`src/rtl/dstop_pkg.sv`:
```
package dstop_pkg;
  localparam int DIGIT_W = 4;
  localparam int SLOTS   = 3;
  localparam logic [DIGIT_W-1:0] DIGIT_LO = 4'd1;
  localparam logic [DIGIT_W-1:0] DIGIT_HI = 4'd9;

  typedef logic [DIGIT_W-1:0] digit_t;

  typedef enum logic [1:0] {
    FZ_NONE = 2'd0,
    FZ_ONE  = 2'd1,
    FZ_TWO  = 2'd2,
    FZ_ALL  = 2'd3
  } frz_state_t;

  // Successor of a decimal digit in the 1..9 loop.
  function automatic digit_t digit_succ(digit_t d);
    if (d >= DIGIT_HI) return DIGIT_LO;
    return d + digit_t'(1);
  endfunction

  // Which slots are frozen in a given state; bit 0 is the first slot.
  function automatic logic [SLOTS-1:0] frozen_of(frz_state_t s);
    case (s)
      FZ_NONE: return 3'b000;
      FZ_ONE:  return 3'b001;
      FZ_TWO:  return 3'b011;
      default: return 3'b111;
    endcase
  endfunction

  // One-hot pointer to the slot the next press fills; zero when full.
  function automatic logic [SLOTS-1:0] target_of(frz_state_t s);
    case (s)
      FZ_NONE: return 3'b001;
      FZ_ONE:  return 3'b010;
      FZ_TWO:  return 3'b100;
      default: return 3'b000;
    endcase
  endfunction

  function automatic frz_state_t frz_advance(frz_state_t s);
    case (s)
      FZ_NONE: return FZ_ONE;
      FZ_ONE:  return FZ_TWO;
      default: return FZ_ALL;
    endcase
  endfunction
endpackage

```
`src/rtl/dstop_debounce.sv`:
```
module dstop_debounce #(
  parameter int STABLE_CYCLES = 4,
  parameter int SYNC_STAGES   = 2
) (
  input  logic clk,
  input  logic rst_n,
  input  logic raw_i,
  output logic level_o,
  output logic rise_o
);
  localparam int CW = (STABLE_CYCLES > 1) ? $clog2(STABLE_CYCLES) : 1;
  localparam logic [CW-1:0] CNT_LAST = CW'(STABLE_CYCLES - 1);

  logic [SYNC_STAGES-1:0] sync_q;
  logic                   synced;
  logic [CW-1:0]          run_q;
  logic                   level_q;
  logic                   level_d;
  logic                   differs;
  logic                   accept;

  always_ff @(posedge clk or negedge rst_n) begin
    if (!rst_n) sync_q <= '0;
    else        sync_q <= {sync_q[SYNC_STAGES-2:0], raw_i};
  end

  assign synced  = sync_q[SYNC_STAGES-1];
  assign differs = synced != level_q;
  assign accept  = differs && (run_q == CNT_LAST);

  always_ff @(posedge clk or negedge rst_n) begin
    if (!rst_n) begin
      run_q   <= '0;
      level_q <= 1'b0;
      level_d <= 1'b0;
    end else begin
      level_d <= level_q;
      if (accept) begin
        level_q <= synced;
        run_q   <= '0;
      end else if (differs) begin
        run_q <= run_q + CW'(1);
      end else begin
        run_q <= '0;
      end
    end
  end

  assign level_o = level_q;
  assign rise_o  = level_q & ~level_d;


  rise_single_chk: assert property (@(posedge clk) disable iff (!rst_n)
    rise_o |=> !rise_o);


  level_source_chk: assert property (@(posedge clk) disable iff (!rst_n)
    $rose(level_q) |-> $past(synced));


  level_hold_chk: assert property (@(posedge clk) disable iff (!rst_n)
    !differs |=> $stable(level_q));
endmodule

```
`src/rtl/dstop_digit_counter.sv`:
```
module dstop_digit_counter
  import dstop_pkg::*;
#(
  parameter int TICK_DIV = 2
) (
  input  logic   clk,
  input  logic   rst_n,
  input  logic   clr_i,
  output digit_t digit_o
);
  localparam int PW = (TICK_DIV > 1) ? $clog2(TICK_DIV) : 1;
  localparam logic [PW-1:0] PRE_LAST = PW'(TICK_DIV - 1);

  logic [PW-1:0] pre_q;
  digit_t        digit_q;
  logic          step;

  assign step = (pre_q == PRE_LAST);

  always_ff @(posedge clk or negedge rst_n) begin
    if (!rst_n) begin
      pre_q   <= '0;
      digit_q <= DIGIT_LO;
    end else if (clr_i) begin
      pre_q   <= '0;
      digit_q <= DIGIT_LO;
    end else if (step) begin
      pre_q   <= '0;
      digit_q <= digit_succ(digit_q);
    end else begin
      pre_q <= pre_q + PW'(1);
    end
  end

  assign digit_o = digit_q;


  digit_range_chk: assert property (@(posedge clk) disable iff (!rst_n)
    (digit_q >= DIGIT_LO) && (digit_q <= DIGIT_HI));


  digit_idle_chk: assert property (@(posedge clk) disable iff (!rst_n)
    (!step && !clr_i) |=> $stable(digit_q));


  digit_wrap_chk: assert property (@(posedge clk) disable iff (!rst_n)
    (step && !clr_i && digit_q == DIGIT_HI) |=> (digit_q == DIGIT_LO));
endmodule

```
`src/rtl/dstop_capture_bank.sv`:
```
module dstop_capture_bank
  import dstop_pkg::*;
(
  input  logic                          clk,
  input  logic                          rst_n,
  input  logic                          clr_i,
  input  logic                          press_i,
  input  digit_t                        live_i,
  output logic [SLOTS-1:0]              frozen_o,
  output logic [SLOTS-1:0][DIGIT_W-1:0] cap_o
);
  frz_state_t                    state_q;
  frz_state_t                    state_d;
  logic [SLOTS-1:0]              target;
  logic [SLOTS-1:0]              load_ev;
  logic [SLOTS-1:0]              frz_mask;
  logic [SLOTS-1:0][DIGIT_W-1:0] cap_q;

  assign target   = target_of(state_q);
  assign frz_mask = frozen_of(state_q);
  assign load_ev  = (press_i && !clr_i) ? target : '0;

  always_comb begin
    state_d = state_q;
    if (clr_i)        state_d = FZ_NONE;
    else if (press_i) state_d = frz_advance(state_q);
  end

  always_ff @(posedge clk or negedge rst_n) begin
    if (!rst_n) state_q <= FZ_NONE;
    else        state_q <= state_d;
  end

  for (genvar g = 0; g < SLOTS; g++) begin : g_slot
    always_ff @(posedge clk or negedge rst_n) begin
      if (!rst_n)          cap_q[g] <= DIGIT_LO;
      else if (clr_i)      cap_q[g] <= DIGIT_LO;
      else if (load_ev[g]) cap_q[g] <= live_i;
    end


    frozen_hold_chk: assert property (@(posedge clk) disable iff (!rst_n)
      (frz_mask[g] && !clr_i) |=> $stable(cap_q[g]));


    clear_value_chk: assert property (@(posedge clk) disable iff (!rst_n)
      clr_i |=> (cap_q[g] == DIGIT_LO));
  end

  assign frozen_o = frz_mask;
  assign cap_o    = cap_q;


  one_slot_step_chk: assert property (@(posedge clk) disable iff (!rst_n)
    !clr_i |=> ($countones(frz_mask) <= $countones($past(frz_mask)) + 1));


  load_onehot_chk: assert property (@(posedge clk) disable iff (!rst_n)
    $onehot0(load_ev));


  full_stays_chk: assert property (@(posedge clk) disable iff (!rst_n)
    (state_q == FZ_ALL && !clr_i) |=> (state_q == FZ_ALL));


  clear_state_chk: assert property (@(posedge clk) disable iff (!rst_n)
    clr_i |=> (frz_mask == '0));
endmodule

```
`src/rtl/digit_stop_ctrl.sv`:
```
module digit_stop_ctrl
  import dstop_pkg::*;
#(
  parameter int          DEBOUNCE_CYCLES = 500000,
  parameter int          TICK_DIV        = 5000000,
  parameter logic [3:0]  FIXED_DIGIT     = 4'hC
) (
  input  logic        clk,
  input  logic        rst_n,
  input  logic        stop_btn_i,
  input  logic        restart_i,
  output logic [15:0] disp_o
);
  localparam int DISP_W = (SLOTS + 1) * DIGIT_W;

  logic                          btn_level;
  logic                          btn_rise;
  logic                          rst_level;
  logic                          rst_rise;
  digit_t                        live_digit;
  logic [SLOTS-1:0]              frozen;
  logic [SLOTS-1:0][DIGIT_W-1:0] cap;
  logic [DISP_W-1:0]             disp_w;

  dstop_debounce #(.STABLE_CYCLES(DEBOUNCE_CYCLES), .SYNC_STAGES(2)) u_btn_cond (
    .clk     (clk),
    .rst_n   (rst_n),
    .raw_i   (stop_btn_i),
    .level_o (btn_level),
    .rise_o  (btn_rise)
  );

  dstop_debounce #(.STABLE_CYCLES(DEBOUNCE_CYCLES), .SYNC_STAGES(2)) u_rst_cond (
    .clk     (clk),
    .rst_n   (rst_n),
    .raw_i   (restart_i),
    .level_o (rst_level),
    .rise_o  (rst_rise)
  );

  dstop_digit_counter #(.TICK_DIV(TICK_DIV)) u_counter (
    .clk     (clk),
    .rst_n   (rst_n),
    .clr_i   (rst_level),
    .digit_o (live_digit)
  );

  dstop_capture_bank u_bank (
    .clk      (clk),
    .rst_n    (rst_n),
    .clr_i    (rst_level),
    .press_i  (btn_rise),
    .live_i   (live_digit),
    .frozen_o (frozen),
    .cap_o    (cap)
  );

  assign disp_w[DISP_W-1 -: DIGIT_W] = FIXED_DIGIT;
  for (genvar s = 0; s < SLOTS; s++) begin : g_disp
    assign disp_w[(SLOTS-1-s)*DIGIT_W +: DIGIT_W] = frozen[s] ? cap[s] : live_digit;
  end

  assign disp_o = disp_w;


  press_level_chk: assert property (@(posedge clk) disable iff (!rst_n)
    btn_rise |-> btn_level);


  restart_clears_chk: assert property (@(posedge clk) disable iff (!rst_n)
    rst_rise |=> (disp_o[11:0] == 12'h111));


  fixed_top_chk: assert property (@(posedge clk) disable iff (!rst_n)
    $stable(disp_o[15:12]));
endmodule

```
`config.mk`:
```
export PLATFORM = sky130hd
export DESIGN_NAME = digit_stop_ctrl
export DESIGN_NICKNAME = d
export VERILOG_FILES = /design/src/rtl/dstop_pkg.sv /design/src/rtl/dstop_debounce.sv /design/src/rtl/dstop_digit_counter.sv /design/src/rtl/dstop_capture_bank.sv /design/src/rtl/digit_stop_ctrl.sv
export SDC_FILE = /design/constraint.sdc
export NUM_CORES = 1
export LEC_CHECK = 0
export ABC_CLOCK_PERIOD_IN_PS = 5000
export CORE_MARGIN = 5
export CORE_UTILIZATION = 60
export CTS_BUF_LIST = sky130_fd_sc_hd__clkbuf_8
export DETAILED_ROUTE_END_ITERATION = 10
export GPL_ROUTABILITY_DRIVEN = 0
export HOLD_SLACK_MARGIN = 0.15
export PLACE_DENSITY = 0.79
export SKIP_CTS_REPAIR_TIMING = 1
export SYNTH_ARGS = -nofsm -noshare
export SYNTH_HDL_FRONTEND = slang
export SYNTH_SLANG_ARGS = --single-unit
```
`constraint.sdc`:
```
create_clock -name clk -period 5 [get_ports clk]
set_input_delay 1.5 -clock clk [delete_from_list [all_inputs] [get_ports clk]]
set_output_delay 1.5 -clock clk [all_outputs]
set_load 0.05 [all_outputs]
```
# ---- Word level (Yosys, flattened, before mapping)
# Index checks and enable logic that the tools add are counted.
dict set report word_totals {
  mem_bits_ro 0
  register_bits 86
  n_memories 0
  wordCells 65
  mem_bits_rw 0
  latch_bits 0
  input_bits 4
  out_inout_bits 16
}
dict set report op_classes {
  n_div 0
  n_reduce_logical 10
  mux 28
  n_lt_le_gt_ge 1
  n_addsub 4
  eq_ne 7
  shifts 0
  bitwise_logic 2
  mul 0
}
# op count
set op_table {}
lappend op_table {{$mux W19} 4}
lappend op_table {{$mux W4} 13}
lappend op_table {{$mux W23} 2}
lappend op_table {{$add A19 B1 Y19 const B} 2}
lappend op_table {{$eq A19 B19 Y1 const B} 2}
lappend op_table {{$add A23 B1 Y23 const B} 1}
lappend op_table {{$eq A23 B23 Y1 const B} 1}
lappend op_table {{$pmux W3 S3} 2}
lappend op_table {{$reduce_bool A2 Y1} 5}
lappend op_table {{$add A4 B1 Y4 const B} 1}
lappend op_table {{$ge A4 B4 Y1 const B} 1}
lappend op_table {{$mux W2} 2}
lappend op_table {{$pmux W2 S2} 1}
lappend op_table {{$logic_and A1 B1 Y1} 3}
lappend op_table {{$mux W1} 3}
lappend op_table {{$mux W3} 1}
lappend op_table {{$eq A2 B1 Y1 const B} 1}
lappend op_table {{$eq A2 B2 Y1 const B} 1}
lappend op_table {{$logic_not A2 Y1} 1}
lappend op_table {{$ne A1 B1 Y1} 2}
lappend op_table {{$and A1 B1 Y1} 1}
lappend op_table {{$logic_not A1 Y1} 1}
lappend op_table {{$not A1 Y1} 1}

# ---- Depth between registers and ports, before layout
# Gate-level depths: netlist (run 1).
dict set report depth {
  ltp_word 7
  depth_mapped 7
  ltp_nobuf 6
}

# ---- Modules after synthesis
# Synthesis (run 1) repeated with hierarchy kept, for this count alone.
dict set report hier_totals {
  hier_cells 453
  hier_area_um2 4519.3
}
# module area_each_um2 seq_area_each_um2 instances cells_each
set modules_own_cells {}
lappend modules_own_cells {dstop_debounce 1117.3 575.6 2 110}
lappend modules_own_cells {dstop_digit_counter 1475.2 676.9 1 160}
lappend modules_own_cells {dstop_capture_bank 636.9 354.1 1 55}
lappend modules_own_cells {digit_stop_ctrl 172.7 0.0 1 18}

# ---- Least setup slack after synthesis (run 1)
# OpenSTA, ideal clock, no wires.
dict set report synth_path {
  kind {flip-flop to output port}
  from {reg u_counter.digit_q[0] (netlist: u_counter.digit_o[0])}
  to {out disp_o[4]}
  path_slack_ns 1.744
  arrival_time_ns 1.756
  path_buffers 0
  stages_incl_launch_ff 3
  required_time_ns 3.500
  cell_sequence {dfstp_2 > inv_1 > o21ai_0}
}
dict set report synth_via {
  elab_chain_cells 1
}
# item line_no
set synth_lines {}
lappend synth_lines {{from (decl)} dstop_digit_counter.sv:15} ;# digit_t digit_q;
lappend synth_lines {{from (signal assigned)} dstop_digit_counter.sv:29} ;# digit_q <= digit_succ(digit_q);
lappend synth_lines {{$mux W4} digit_stop_ctrl.sv:60} ;# assign disp_w[(SLOTS-1-s)*DIGIT_W +: DIGIT_W] = frozen[s] ? cap[s] : live_digit;
lappend synth_lines {{to (decl)} digit_stop_ctrl.sv:12} ;# output logic [15:0] disp_o
# Every way passes these cells.

# ---- Worst setup path in the final report (run 1)
dict set report layout_path {
  from {reg u_bank.state_q[1]}
  to {out disp_o[8]}
}
dict set report layout_via {
  elab_chain_cells 3
  elab_cells_between_ends 5
  classes_between {eq/ne (2); mux (2); reduce/logical (1)}
}
# item line_no
set layout_lines {}
lappend layout_lines {{from (decl)} dstop_capture_bank.sv:12} ;# frz_state_t state_q;
lappend layout_lines {{from (signal assigned)} dstop_capture_bank.sv:31} ;# else state_q <= state_d;
lappend layout_lines {{$eq A2 B2 Y1 (tied with other cells)} dstop_pkg.sv:24} ;# case (s)
lappend layout_lines {{$pmux W3 S3 (*)} dstop_pkg.sv:24}
lappend layout_lines {{$mux W4 (*)} digit_stop_ctrl.sv:60}
# Every way passes the cells marked *; elsewhere a longest branch is shown, timed or not.

==> results of run 1 <==
[power by group through the flow]
stage / Clock [mW] / Sequential [mW] / Combinational, mW
final: 0.562 / 0.706 / 0.0351
after global routing: 0.602 / 0.707 / 0.0408
after CTS: 0.573 / 0.706 / 0.0365
after detailed placement: 0 / 0.719 / 0.0364
after global placement: 0 / 0.719 / 0.0352
after floorplan: 0 / 0.718 / 0.0212
[metal layers]
| metal | global-route usage | vias to the layer above |
|---|---|---|
| li1 | - | 1576 |
| met1 | 0.2566 | 1602 |
| met2 | 0.3341 | 52 |
| met3 | 0.05209 | 12 |
| met4 | 0.05924 | 0 |
| met5 | 0 | - |
[logic make-up after synthesis]
| group | Yosys count | share of synthesized area |
|---|---|---|
| compound gates | 52 | 0.07471 |
| flops | 86 | 0.4916 |
| buf+inv | 35 | 0.03621 |
| other cells | 2 | 0.001712 |
| xor+xnor | 40 | 0.07984 |
| fa+ha+maj | 6 | 0.01711 |
| mux | 21 | 0.05133 |
| simple gates | 203 | 0.2475 |
[cell type report]
class / instances / share of cell area
clock buffers: 9 / 0.02590
repair buffers: 15 / 0.03087
inverters: 12 / 0.009417
well taps: 99 / 0.02590
flip-flops and latches: 86 / 0.4510
multi-input cells: 326 / 0.4347
clock inverters: 7 / 0.02223
[registers in the layout (all words and copies together) (netlist names)]
name                count
u_rst_cond.run_q       19
u_btn_cond.sync_q       2
u_counter.pre_q        23
u_rst_cond.level_o      1
u_counter.digit_o       4
u_bank.cap_o           12
u_btn_cond.level_o      1
u_bank.state_q          2
u_btn_cond.level_d      1
u_btn_cond.run_q       19
u_rst_cond.sync_q       2
[worst max-delay path by stage]
stage                     end                             start  depth (start not counted)  slack [ps]
global route        disp_o[8]     u_bank.state_q[1]$_DFFE_PN0P_                          3        1110
CTS                 disp_o[8]     u_bank.state_q[1]$_DFFE_PN0P_                          3        1210
detailed placement  disp_o[8]     u_bank.state_q[1]$_DFFE_PN0P_                          3        1620
floorplan           disp_o[4]  u_counter.digit_o[0]$_DFFE_PN1P_                          2        1740
finish              disp_o[8]     u_bank.state_q[1]$_DFFE_PN0P_                          3        1220
global placement    disp_o[9]     u_bank.state_q[1]$_DFFE_PN0P_                          3        1640
[worst reg2reg max path, cell delays in order, from the launching register on]
cell and delay (ps):
dfrtp_1 440, or4b_2 700, and3b_1 370, a21o_1 650, nor2_1 130
[synthesized netlist by cell type (all sizes together) (9+ instances only)]
master,instances
nor4,10
o21ai,13
mux2,12
or3,9
dfrtp,82
xor2,17
or4,11
nand4,16
nand3,29
buf,9
nor2,62
clkbuf,14
a21oi,20
xnor2,23
inv,12
mux2i,9
nor3,11
o31ai,10
nand2,21
[metrics by stage]
stage          cell area [sq um]  instances    util  hold WS, ps  setup slack, ps
2_1_floorplan               4395        447       -        331.2             1744
3_3_place_gp                4553        538  0.6345        333.0             1638
3_5_place_dp                4553        538  0.6345        343.4             1622
4_1_cts                     4783        554  0.6666        359.4             1207
5_1_grt                     4783        554  0.6666        377.7             1113
6_report                    4783        554  0.6666        354.0             1219
==> impl_results.md, run 1 <==
* Outcome: finished, final reports clean
* Final ANT Viol Nets at 0
* Share of cells above drive strength 1 at 0.09670
* Syn. warnings at 0
* Die width at around 96 um
* CTS tree: built
* Core ar. at between 7000 and 8000 sq um
* Post-Route Setup TNS at 0 ps
* Clk_lat worst skew at 360 ps
* HPWL reported at the end of detailed placement at between 5 and 6 mm
* Primary FF master, synth: dfrtp_1
* Netlist Area Pre-Place at 4388 sq um
* CTS Buf Count at 9
* Hold EP: u_btn_cond.sync_q[1]$_DFF_PN0_
* Largest cells by area after synthesis: dfrtp_1 (47%), nor2_1 (5.3%), xnor2_1 (4.6%), xor2_1 (3.4%), nand3_1 (3.3%)
* CP max-delay cell: clkdlybuf4s50_1
* Hold Crit Class: flip-flop to flip-flop
* DR iter-0 viols at between 100 and 150
* Worst-path clk slew at 80 ps
* Number of failing hold endpoints at the final stage at 0
* Die area at a little over 9000 sq um
* Initial antenna violation count at 0
* Largest stage delay, worst path at around 700 ps
* Worst r2r src: u_counter.pre_q[16]$_DFF_PN0_
* Most frequent cells in the layout: dfrtp_1 (82), nor2_1 (62), nand3_1 (29), xnor2_1 (23), nand2_1 (21)
* Switching part of the total power at 0.2068
* Critical path, cell by cell: nor2_1, mux2_2, clkdlybuf4s50_1
* Register area share after synthesis at 0.4916
* Number of flops mapped to enable cells by yosys at 0
* Routed WL per cell at around 15 um
* Family with the most delay on the worst path: buffers and inverters
* CTS HTree Levels at 3
* Fill cells at around 560
* Most common cell after layout, fill and taps aside: dfrtp_1
* Wl on met1 at between 3 and 4 mm
* Fmax at about 260 MHz
* Clock Path Buffers at 2
* Top layer in use: met4
* Clk_skew at between 10 and 15 ps
* Area of the multi-input gates at 2079 sq um
* Most area-hungry cell type in the Yosys netlist: dfrtp_1
* Overflow after GRT at 0
* First-pass GRT wire length at 14.38 mm
* Critical register-to-register path endpoint: u_counter.pre_q[8]$_DFF_PN0_
* Cells after Synth at ~450
* Worst r2r path cells at 4
* Final setup viols at 0
* # DRC at 0
* Final worst path period share at 0.7563
* Largest net degree at the start of global routing at 87
* Nets@finish at 460
* Clock sink count at 86
* Crit path capture type: output pin
* Crit Path Class: flip-flop to output pin
* RSZ-0062 raised after global routing: false
* Crit-path max FO at 11
* Register area at between 2000 and 2500 sq um
* R2R Setup Slk at 2580 ps
* Final max-slew violation count at 0
* Startpoint types: flip-flop
* Cell Rows at 31
* Power density over the cells at roughly 270 nW/um^2
* Root Driver: clkbuf_8
* Tot Pwr at between 1 and 1.5 mW
* Avg Inst Size Synth at just under 10 sq um
* Vias in the first global route at roughly 3,200
* Unique masters post-synth at 47
* Logic pwr share at 0.027
* GR Util All Layers at 0.2000
* Sequential Power Share at 0.542
* Met2 wire length at about 4.0 mm
* Max Cap Viol at 0
* Buf/Inv on CP at 1
* Power Internal at 1.033 mW
* VDD IR max at approximately 0.18 mV
* Critical Path AT at about 2300 ps
* Minimum clock period at ~3800 ps
* Chip Height at around 96 um
* Rel. slew slack at 0.1851
* Synth-to-Final Area Change at 9.011%
* Via count at 3,242
* # diodes at 0
* Drt pass-1 iters at 4
* WL final at 8.201 mm
* Vias per cell at about 6
* Synth async-reset ratio at 1.000
* Hold Crit Start: u_btn_cond.sync_q[0]$_DFF_PN0_
* Psw at ~0.27 mW
* Leak pwr at roughly 2 nW
* Worst EP required at about 3500 ps
* DR WL met3 at slightly above 300 um
* Seq cells post-synth at 86
* Tightest Pin Transition at about 1200 ps
* Synth top area share at 0.4676
* I/O pins at 20
* Initial Utilization at 0.6115
* Clock power share at 0.431
* Buffers on Ports at 15
* Hold Path Cell Cnt at 0
Power figures use the tool's default switching activity.
==> run 2: changes to the inputs <==
ABC_CLOCK_PERIOD_IN_PS = 3400   (was 5000)
CORE_UTILIZATION = 57   (was 60)
clock period = 3.4 ns   (was 5 ns; I/O delays follow)
==> impl_results.md, run 2 (synthesized netlist as in run 1, its figures left out) <==
* DP Area at around 4600 sq um
* Crit path capture type: output pin
* CTS tree: built
* Die width at 97.74 um
* Via count at between 3,000 and 4,000
* Clock Path Buffers at 2
* Initial Utilization at 0.5768
* Minimum clock period at 3311 ps
* Psw at around 0.42 mW
* Clk_lat worst skew at roughly 360 ps
* Worst r2r src: u_counter.pre_q[17]$_DFF_PN0_
* Largest regs: u_counter.pre_q x23, u_btn_cond.run_q x19, u_rst_cond.run_q x19
* CTS HTree Levels at 3
* Logic pwr share at 0.030
* Worst-path clk slew at 90 ps
* CTS Buf Count at 9
* Largest Register: u_counter.pre_q
* Largest net degree at the start of global routing at 87
* Post-Route Setup TNS at 0 ps
* Tightest Pin Transition at 726.0 ps
* Critical Path Start: u_bank.state_q[1]$_DFFE_PN0P_
* Max reg flops at 23
* Worst EP required at 2380 ps
* Final worst path period share at 0.9740
* Vias in the first global route at approximately 3,100
* Root Driver: clkbuf_8
* Power density over the cells at around 390 nW/um^2
* Critical Path AT at 2290 ps
* Most frequent cells in the layout: dfrtp_1 (82), nor2_1 (62), nand3_1 (29), xnor2_1 (23), nand2_1 (21)
* Initial antenna violation count at 0
* Fmax at 302.0 MHz
* Max Cap Viol at 0
* Clk_skew at about 11 ps
* Final max-slew violation count at 0
* RSZ-0062 raised after global routing: false
* DR iter-0 viols at 180
* Crit Path Class: flip-flop to output pin
* Final Util at 0.6317
* Core ar. at roughly 7600 sq um
* Pre-CTS WS at slightly above 500 ps
* GR Util All Layers at 0.1794
* Vias per cell at 5.821
* Final setup viols at 0
* Fin cells at around 560
* Min Hold Slack at between 300 and 400 ps
* Power Internal at about 1.5 mW
* Die area at about 9600 sq um
* Overflow after GRT at 0
* Routed WL per cell at 15.23 um
* Chip Height at slightly below 100 um
* Fin worst setup slack at just under 90 ps
* I/O pins at 20
* Tot Pwr at between 1.5 and 2 mW
* Final ANT Viol Nets at 0
* Share of cells above drive strength 1 at 0.1072
* First-pass GRT wire length at 14.30 mm
* VDD IR max at ~0.28 mV
* Nets@finish at 462
* Hold Crit Class: flip-flop to flip-flop
* Crit-path max FO at 11
* Clock power share at 0.419
* Synth-to-Final Area Change at 9.524%
* Buffers on Ports at 15
* Rel. slew slack at 0.5160
* Design area at 4806 sq um
* Most common cell after layout, fill and taps aside: dfrtp_1
* Drt pass-1 iters at 4
* Sequential Power Share at 0.552
* WL final at roughly 8.5 mm
* Cell Rows at 32
* HPWL reported at the end of detailed placement at 5.431 mm
* DP Cell Count at 543
* Clock sink count at 86
* Hold Crit Start: u_rst_cond.sync_q[0]$_DFF_PN0_
* Startpoint types: flip-flop
* Switching part of the total power at 0.2243
* Number of failing hold endpoints at the final stage at 0
* Fill cells at 627
* # DRC at 0
* Outcome: finished, final reports clean
* Leak pwr at 1.999 nW
* # diodes at 0
run 2: power by group through the flow:
stage          Combinational (mW)  Clock, mW  Sequential [mW]
2_1_floorplan              0.0312          0             1.06
3_3_place_gp               0.0556          0             1.06
3_5_place_dp               0.0570          0             1.06
4_1_cts                    0.0572      0.803             1.04
5_1_grt                    0.0637      0.857             1.04
6_report                   0.0555      0.788             1.04
run 2: layout make-up:
| type | instances | area, sq um | area share |
|---|---|---|---|
| flip-flops and latches | 86 | 2157 | 0.4488 |
| well taps | 102 | 127.6 | 0.02656 |
| repair buffers | 17 | 175.2 | 0.03645 |
| clock inverters | 7 | 97.59 | 0.02031 |
| multi-input cells | 326 | 2079 | 0.4327 |
| clock buffers | 9 | 123.9 | 0.02577 |
| inverters | 12 | 45.04 | 0.009373 |
run 2: metal layers:
metal	up-vias	global-route usage	share of wire
met5	-	0	0
met4	0	0.07242	0.021
met3	24	0.04071	0.035
met1	1599	0.2293	0.46
li1	1573	-	-
met2	58	0.2973	0.49
run 2: final timing paths:
path / end / slack, ps / cells after the start
max: disp_o[11] / 90 / 3
min: u_rst_cond.sync_q[1]$_DFF_PN0_ / 350 / 0
max reg2reg: u_counter.pre_q[5]$_DFF_PN0_ / 1030 / 4
min reg2reg: u_rst_cond.sync_q[1]$_DFF_PN0_ / 350 / 0
max in group asynchronous: u_bank.cap_o[0]$_DFFE_PN1P_ / 2360 / 2
min in group asynchronous: u_counter.pre_q[18]$_DFF_PN0_ / 680 / 2
run 2: worst max-delay path, cell delays in order (launching register included):
cell and delay [ps]:
dfrtp_1 500, nor2_1 350, mux2_2 380, clkdlybuf4s50_1 700
==> run 3: changes to the inputs <==
CORE_UTILIZATION = 60   (was 57)
DONT_BUFFER_PORTS = 1   (was unset)
PLACE_DENSITY = 0.83   (was 0.79)
==> impl_results.md, run 3 (synthesized netlist as in run 1, its figures left out) <==
* Clk_lat worst skew at ~350 ps
* CTS Buf Count at 9
* Clock Path Buffers at 2
* Vias per cell at around 6.0
* Largest Register: u_counter.pre_q
* Overflow after GRT at 0
* VDD IR max at 0.3750 mV
* Minimum clock period at 2703 ps
* Largest net degree at the start of global routing at 87
* Chip Height at 95.52 um
* Critical path, cell by cell: nor2_1, mux2_2
* Rel. slew slack at 0.5078
* # DRC at 0
* Fmax at 369.9 MHz
* # diodes at 0
* I/O pins at 20
* Core ar. at just over 7000 sq um
* Power density over the cells at just over 400 nW/um^2
* Routed WL per cell at roughly 15 um
* Most frequent cells in the layout: dfrtp_1 (82), nor2_1 (62), nand3_1 (29), xnor2_1 (23), nand2_1 (21)
* Fill cells at 564
* Outcome: finished, final reports clean
* Largest stage delay, worst path at between 500 and 600 ps
* Max reg flops at 23
* Cell Rows at 31
* CP max-delay cell: mux2_2
* Die width at roughly 96 um
* RSZ-0062 raised after global routing: false
* CTS tree: built
* Final max-slew violation count at 0
* Crit Path Class: flip-flop to output pin
* Worst-path clk slew at 80 ps
* Initial Utilization at 0.6115
* Final Util at 0.6495
* Root Driver: clkbuf_8
* Clock sink count at between 80 and 90
* Crit path capture type: output pin
* Number of failing hold endpoints at the final stage at 0
* Share of cells above drive strength 1 at 0.1106
* Worst EP required at about 2400 ps
* WL final at between 8 and 9 mm
* Crit-path max FO at 11
* Worst r2r src: u_counter.pre_q[16]$_DFF_PN0_
* Critical Path AT at between 1500 and 2000 ps
* Nets@finish at ~450
* Clk_skew at around 7.6 ps
* CTS HTree Levels at 3
* HPWL reported at the end of detailed placement at 5.533 mm
* Critical Path Start: u_bank.state_q[1]$_DFFE_PN0P_
* Tightest Pin Transition at between 700 and 800 ps
* Die area at about 9100 sq um
* Pre-CTS WS at just over 1000 ps
* Initial antenna violation count at 0
* Min Hold Slack at around 360 ps
* First-pass GRT wire length at 14.41 mm
* DR iter-0 viols at 206
* Fin worst setup slack at 696.9 ps
* Post-Route Setup TNS at 0 ps
* Largest regs: u_counter.pre_q x23, u_btn_cond.run_q x19, u_rst_cond.run_q x19
* Most common cell after layout, fill and taps aside: dfrtp_1
* Buffers on Ports at 0
* GR Util All Layers at 0.1988
* Synth-to-Final Area Change at 6.216%
* Final ANT Viol Nets at 0
* Startpoint types: flip-flop
* Drt pass-1 iters at 4
* Via count at approximately 3,200
* Hold Crit Class: input pin to asynchronous set/reset pin
* Final setup viols at 0
* Max Cap Viol at 0
* Leak pwr at 1.958 nW
* Vias in the first global route at 3,171
* Final worst path period share at 0.7950
## run 3: cell count changes in the layout (fill, tap and decap cells not counted)
cell,before,now
buf_4,2,3
clkdlybuf4s50_1,14,0
buf_12,1,0
inv_6,1,0
o21ai_0,12,10
clkbuf_8,9,11
clkinvlp_4,2,1
o21ai_1,0,2
## run 3: per-stage QoR
stage	cells	power (mW)	area, sq um
detailed placement	526	1.089	4428
finish	542	1.875	4661
CTS	542	1.896	4661
global route	542	1.949	4661
floorplan	447	1.088	4395
global placement	526	1.087	4428
## run 3: power breakdown
| group | leakage (nW) | switching (mW) | internal [mW] | total, mW |
|---|---|---|---|---|
| logic | 0.684 | 0.0225 | 0.00809 | 0.0305 |
| registers | 1.16 | 0.00750 | 1.03 | 1.04 |
| clock network | 0.116 | 0.353 | 0.454 | 0.807 |
| total | 1.96 | 0.383 | 1.49 | 1.88 |
## run 3: final timing paths
kind                       cells past startpoint  slack, ps                        endpoint
max                                            2        700                      disp_o[11]
min                                            0        360  u_rst_cond.run_q[12]$_DFF_PN0_
max reg2reg                                    4        990   u_counter.pre_q[10]$_DFF_PN0_
min reg2reg                                    0        390  u_btn_cond.sync_q[1]$_DFF_PN0_
max in group asynchronous                      0       2860     u_bank.cap_o[8]$_DFFE_PN1P_
min in group clk                               0        390  u_btn_cond.sync_q[1]$_DFF_PN0_
## run 3: cell type report
class / count / area, sq um / share of cell area
Inverter: 12 / 45.04 / 0.009664
Clock buffer: 11 / 151.4 / 0.03248
Timing Repair Buffer: 3 / 22.52 / 0.004832
Clock inverter: 5 / 81.33 / 0.01745
Sequential cell: 86 / 2157 / 0.4628
Tap cell: 99 / 123.9 / 0.02658
Multi-Input combinational cell: 326 / 2079 / 0.4462
## run 3: critical path, delay by kind of cell, from the launching register on
kind | cells | cell delay (ps)
mux | 1 | 510
flops | 1 | 500
simple gates | 1 | 320
## run 3: routing by layer
layer	share of wire	GRT usage
met5	0	0
met3	0.045	0.05525
met4	0.0075	0.06043
met2	0.51	0.3283
met1	0.44	0.2556
